File: src/rtl/br_pkg.sv
package br_pkg;
  parameter int unsigned XLEN = 64;

  typedef struct packed {
    logic            taken;
    logic [XLEN-1:0] nia;
    logic [XLEN-1:0] cnt;
    logic            cnt_we;
    logic [XLEN-1:0] lr;
    logic            lr_we;
  } br_res_t;
endpackage

File: src/rtl/br_cnt_unit.sv
module br_cnt_unit #(
  parameter int unsigned XLEN = 64,
  parameter int unsigned VL_W = 7
) (
  input  logic [XLEN-1:0] cnt_i,
  input  logic [VL_W-1:0] vl_i,
  input  logic            vl_mode_i,
  input  logic            mode64_i,
  input  logic            skip_i,
  input  logic            sense_i,
  output logic [XLEN-1:0] cnt_o,
  output logic            cnt_we_o,
  output logic            cnt_ok_o
);
  localparam int unsigned HALF = XLEN / 2;

  logic [XLEN-1:0] step;
  logic            nz_lo, nz_hi, nz;

  always_comb begin
    step = vl_mode_i ? XLEN'(vl_i) : XLEN'(1);
    cnt_o = skip_i ? cnt_i : cnt_i - step;
  end

  // zero test on post-decrement value
  assign nz_lo    = |cnt_o[HALF-1:0];
  assign nz_hi    = |cnt_o[XLEN-1:HALF];
  assign nz       = nz_lo | (mode64_i & nz_hi);
  assign cnt_we_o = ~skip_i;
  assign cnt_ok_o = skip_i | (nz ^ sense_i);
endmodule

File: src/rtl/br_target_unit.sv
module br_target_unit #(
  parameter int unsigned XLEN = 64,
  parameter int unsigned BD_W = 14
) (
  input  logic [XLEN-1:0] cia_i,
  input  logic [BD_W-1:0] bd_i,
  input  logic            aa_i,
  output logic [XLEN-1:0] target_o,
  output logic [XLEN-1:0] seq_o
);
  localparam int unsigned OFF_W = BD_W + 2;

  logic [OFF_W-1:0] off_raw;
  logic [XLEN-1:0]  off_ext;

  assign off_raw  = {bd_i, 2'b00};
  assign off_ext  = {{(XLEN-OFF_W){off_raw[OFF_W-1]}}, off_raw};
  assign target_o = aa_i ? off_ext : cia_i + off_ext;
  assign seq_o    = cia_i + XLEN'(4);
endmodule

File: src/rtl/br_link_unit.sv
module br_link_unit #(
  parameter int unsigned XLEN = 64
) (
  input  logic            lk_i,
  input  logic            lru_i,
  input  logic            taken_i,
  input  logic [XLEN-1:0] seq_i,
  output logic [XLEN-1:0] lr_o,
  output logic            lr_we_o
);
  assign lr_o    = seq_i;
  assign lr_we_o = lk_i & (taken_i | ~lru_i);
endmodule

File: src/rtl/branch_resolve.sv
module branch_resolve
  import br_pkg::*;
#(
  parameter int unsigned BD_W = 14,
  parameter int unsigned VL_W = 7
) (
  input  logic            clk_i,
  input  logic            rst_ni,
  input  logic            valid_i,
  input  logic [XLEN-1:0] cia_i,
  input  logic [BD_W-1:0] bd_i,
  input  logic            aa_i,
  input  logic            lk_i,
  input  logic [3:0]      bo_i,
  input  logic            mode64_i,
  input  logic [XLEN-1:0] cnt_i,
  input  logic            lru_i,
  input  logic            cnt_vl_mode_i,
  input  logic [VL_W-1:0] vl_i,
  input  logic            cond_i,
  output logic            out_valid_o,
  output logic            taken_o,
  output logic [XLEN-1:0] nia_o,
  output logic [XLEN-1:0] cnt_o,
  output logic            cnt_we_o,
  output logic [XLEN-1:0] lr_o,
  output logic            lr_we_o
);
  logic [XLEN-1:0] cnt_nx, target, seq, lr_nx;
  logic            cnt_we_nx, cnt_ok, cond_ok, taken, lr_we_nx;
  br_res_t         res_d, res_q;
  logic            vld_q;

  br_cnt_unit #(.XLEN(XLEN), .VL_W(VL_W)) u_cnt (
    .cnt_i     (cnt_i),
    .vl_i      (vl_i),
    .vl_mode_i (cnt_vl_mode_i),
    .mode64_i  (mode64_i),
    .skip_i    (bo_i[2]),
    .sense_i   (bo_i[3]),
    .cnt_o     (cnt_nx),
    .cnt_we_o  (cnt_we_nx),
    .cnt_ok_o  (cnt_ok)
  );

  br_target_unit #(.XLEN(XLEN), .BD_W(BD_W)) u_tgt (
    .cia_i    (cia_i),
    .bd_i     (bd_i),
    .aa_i     (aa_i),
    .target_o (target),
    .seq_o    (seq)
  );

  assign cond_ok = bo_i[0] | ~(cond_i ^ bo_i[1]);
  assign taken   = cond_ok & cnt_ok;

  br_link_unit #(.XLEN(XLEN)) u_lnk (
    .lk_i    (lk_i),
    .lru_i   (lru_i),
    .taken_i (taken),
    .seq_i   (seq),
    .lr_o    (lr_nx),
    .lr_we_o (lr_we_nx)
  );

  always_comb begin
    res_d.taken  = taken;
    res_d.nia    = taken ? target : seq;
    res_d.cnt    = cnt_nx;
    res_d.cnt_we = cnt_we_nx;
    res_d.lr     = lr_nx;
    res_d.lr_we  = lr_we_nx;
  end

  always_ff @(posedge clk_i or negedge rst_ni) begin
    if (!rst_ni) begin
      res_q <= '0;
      vld_q <= 1'b0;
    end else begin
      vld_q <= valid_i;
      if (valid_i) begin
        res_q <= res_d;
      end else begin
        // hold values, drop strobes
        res_q.cnt_we <= 1'b0;
        res_q.lr_we  <= 1'b0;
      end
    end
  end

  assign out_valid_o = vld_q;
  assign taken_o     = res_q.taken;
  assign nia_o       = res_q.nia;
  assign cnt_o       = res_q.cnt;
  assign cnt_we_o    = res_q.cnt_we;
  assign lr_o        = res_q.lr;
  assign lr_we_o     = res_q.lr_we;
endmodule

File: config.mk
export PLATFORM = sky130hd
export DESIGN_NAME = branch_resolve
export DESIGN_NICKNAME = d
export VERILOG_FILES = /design/src/rtl/br_pkg.sv /design/src/rtl/br_cnt_unit.sv /design/src/rtl/br_target_unit.sv /design/src/rtl/br_link_unit.sv /design/src/rtl/branch_resolve.sv
export SDC_FILE = /design/constraint.sdc
export NUM_CORES = 1
export LEC_CHECK = 0
export BUFFER_PORTS_ARGS = -buffer_cell sky130_fd_sc_hd__buf_4
export CAP_MARGIN = 20
export CORE_MARGIN = 5
export CORE_UTILIZATION = 55
export CTS_CLUSTER_SIZE = 16
export DETAILED_ROUTE_END_ITERATION = 10
export PLACE_DENSITY = 0.82
export REMOVE_ABC_BUFFERS = 1
export SKIP_CTS_REPAIR_TIMING = 1
export SLEW_MARGIN = 20
export SYNTH_ARGS = -nofsm -noshare
export SYNTH_HDL_FRONTEND = slang
export SYNTH_SLANG_ARGS = --single-unit
File: constraint.sdc
create_clock -name clk_i -period 2.7 [get_ports clk_i]
set_clock_uncertainty 0.1 [all_clocks]
set_input_delay 0.135 -clock clk_i [delete_from_list [all_inputs] [get_ports clk_i]]
set_output_delay 0.135 -clock clk_i [all_outputs]
set_load 0.05 [all_outputs]
==> results.cfg <==
[layout]
syn2layout_area_growth_pct = 53.1
design_area_um2 = 22600
drive_above_1_share = 0.377
nets = 2832
fin_cells = 2951
antenna_cells = 0
fin_util = 0.847

[detailed_routing]
post-route-drc-count = 0
dr.pass1.iters = 6
avgRoutedWirePerCell_um = 21.7
drt-initial-drc-count = 2094
vias = 18700
drt_wl_total_um = 64000
ant_nets = 0
viasPerCell = 6.32

[setup_path]
crit_type = in2reg
cp.arrival_ns = 4.39
cp-start-kind = input port
endpoint_kind = flop
crit_fanout = 5
worstPathRequired_ns = 2.93

[synthesis]
synth_largest_area_cell = dfrtp_1
synth_edf_count = 0
seq_area_frac_synth = 0.332
synthAdderAreaFrac = 0.0620
yosys_most_used_dff = dfrtp_1
muxShareOfSynthArea = 0.0174
yosysTopAreaCellShare = 0.332
synth_cell_types = 71
synth_top_family_by_area = simple AND/OR/NAND/NOR gates
synthXorXnorAreaFrac = 0.0912
ys.warnings.count = 0
netlist_area_um2 = 14800
synth_compound_area_frac = 0.222
post_synth.cell_area_avg_um2 = 8.12
ys_ff_latch = 196
async_flop_share = 1.00
synth-simple-area-share = 0.235
yosys-top-cells-area = dfrtp_1, ha_1, a21oi_1
postSynthCellCount = 1821

[placed_design]
dp_hpwl_um = 45000
placed_area_um2 = 21100
place_ws_ns = -2.06
gp_congestion = 0.993
port_buffers = 357
post-place-cells = 2881

[timing]
fin_hold_ws_ns = -0.0259
tns_ns = -89.79
worstMarginPinSlew_ns = 0.834
fin_crit_sh = 1.54
period_needed_ns = 4.16
rsz0062_at_grt = true
setup-violations-final = 67
slew_violations = 0
fmaxAchievable_mhz = 241
hold_viol_final = 9
slew_headroom = 0.443
setup_ws_ns = -1.46

[power_and_ir_drop]
p_total_mw = 11.4
leakagePower_nw = 10.3
ir_drop_mv = 0.364
power.density_nw_per_um2 = 504

[clock_tree]
h-tree-depth = 4
cts_buffers = 17
clock_sinks = 196
cts_tree = built
clk_pin_slew_worst_paths_ns = 0.09
cts_buffer_depth = 2
worstSkewPairLatency_ns = 0.45
cts-root-buf = clkbuf_16

[global_routing]
grt_max_degree = 120
first_global_vias = 17800
grt_overflow = 0
grt_pass1_wl_um = 92300
grt_usage = 0.371
grt_antenna_before_repair = 0

[floorplan]
die-area_um2 = 30300
rows = 60
start_util = 0.553
die_y_um = 174
fp.dieW_um = 174
ios = 358
core_area_um2 = 26700

[run]
drv_cap = 0

[hold_path]
hold_class = in2reg

[run_status]
status = complete, but fails checks
violations = hold timing, setup timing
worst max-delay path, stage by stage:
cell and delay (ns):
buf_6 0.09, or4_4 0.52, or4_4 0.56, buf_6 0.15, or4b_4 0.52, o31a_1 0.34
a211oi_2 0.24, nand4_1 0.17, nor4_2 0.26, buf_4 0.17, o22ai_4 0.06, nor4_4 0.36
buf_4 0.22, buf_12 0.15, buf_6 0.10, mux2i_1 0.06, mux2_4 0.26
registers in the layout (all words and copies together) (netlist names):
name,cells
lr_o,64
taken_o,1
cnt_o,64
lr_we_o,1
out_valid_o,1
cnt_we_o,1
nia_o,64
Yosys cell counts (all sizes together) (21+ instances only):
cell type and n:
nand2 169, xnor2 82, a21o 25, nor3 42, xor2 72, o311ai 30, nand3 71, ha 70
a21oi 165, and3 24, inv 42, or3 28, o21a 33, nor2 214, nand4 29, clkbuf 95
nor4 31, a211oi 21, dfrtp 196, o21ai 100
where the power goes:
| part | leakage (nW) | switching, mW | internal (mW) |
|---|---|---|---|
| clock | 0.279 | 1.31 | 1.31 |
| combinational | 7.76 | 3.23 | 2.03 |
| sequential | 2.26 | 0.242 | 3.28 |
| total | 10.3 | 4.78 | 6.62 |
layout make-up:
type	instances	area [um^2]
tap	341	427
sequential	196	4900
inverter	42	158
multi-input combinational	1473	9700
clock inverter	13	140
timing repair buffer	868	6880
clock buffer	18	429
fill	1555	4090
cells by family (layout without fill, tap and decap cells):
logic type | count (synthesis) | count (layout)
AND/OR/NAND/NOR | 710 | 710
buffers and inverters | 152 | 941
flip-flops | 196 | 196
adder cells (fa/ha/maj) | 72 | 72
XOR/XNOR | 154 | 154
multiplexers | 24 | 24
AO/OA/AOI/OAI | 513 | 513
per-layer routing:
metal  up-vias  part of all wire  track usage
met5         -                 0            0
met4         0             0.065        0.157
met3       351             0.098       0.0650
met2      1284              0.46        0.628
met1      8816              0.37        0.470
li1       8204                 -            -
worst paths after layout:
| check | startpoint | endpoint | slack [ns] | depth (start not counted) |
|---|---|---|---|---|
| min reg2reg | lr_o[57]$_DFFE_PN0P_ | lr_o[57]$_DFFE_PN0P_ | 0.39 | 1 |
| min | cnt_i[1] | cnt_o[1]$_DFFE_PN0P_ | -0.03 | 4 |
| max reg2reg | lr_o[43]$_DFFE_PN0P_ | lr_o[43]$_DFFE_PN0P_ | 1.71 | 2 |
| max | cnt_i[18] | nia_o[48]$_DFFE_PN0P_ | -1.46 | 17 |
| max in group asynchronous | rst_ni | cnt_o[10]$_DFFE_PN0P_ | 1.34 | 3 |
| min in group asynchronous | rst_ni | lr_o[0]$_DFFE_PN0P_ | 0.18 | 2 |
cell usage in the layout, fill, tap and decap left out, drive strengths merged, types with 29 or more instances in the layout:
cell type / count
buf: 848
nor2: 214
dfrtp: 196
nand2: 169
a21oi: 165
o21ai: 100
xnor2: 82
xor2: 72
nand3: 71
ha: 70
inv: 48
nor3: 42
o21a: 33
nor4: 31
o311ai: 30
nand4: 29
No activity file was read; power rests on OpenSTA's default activity.
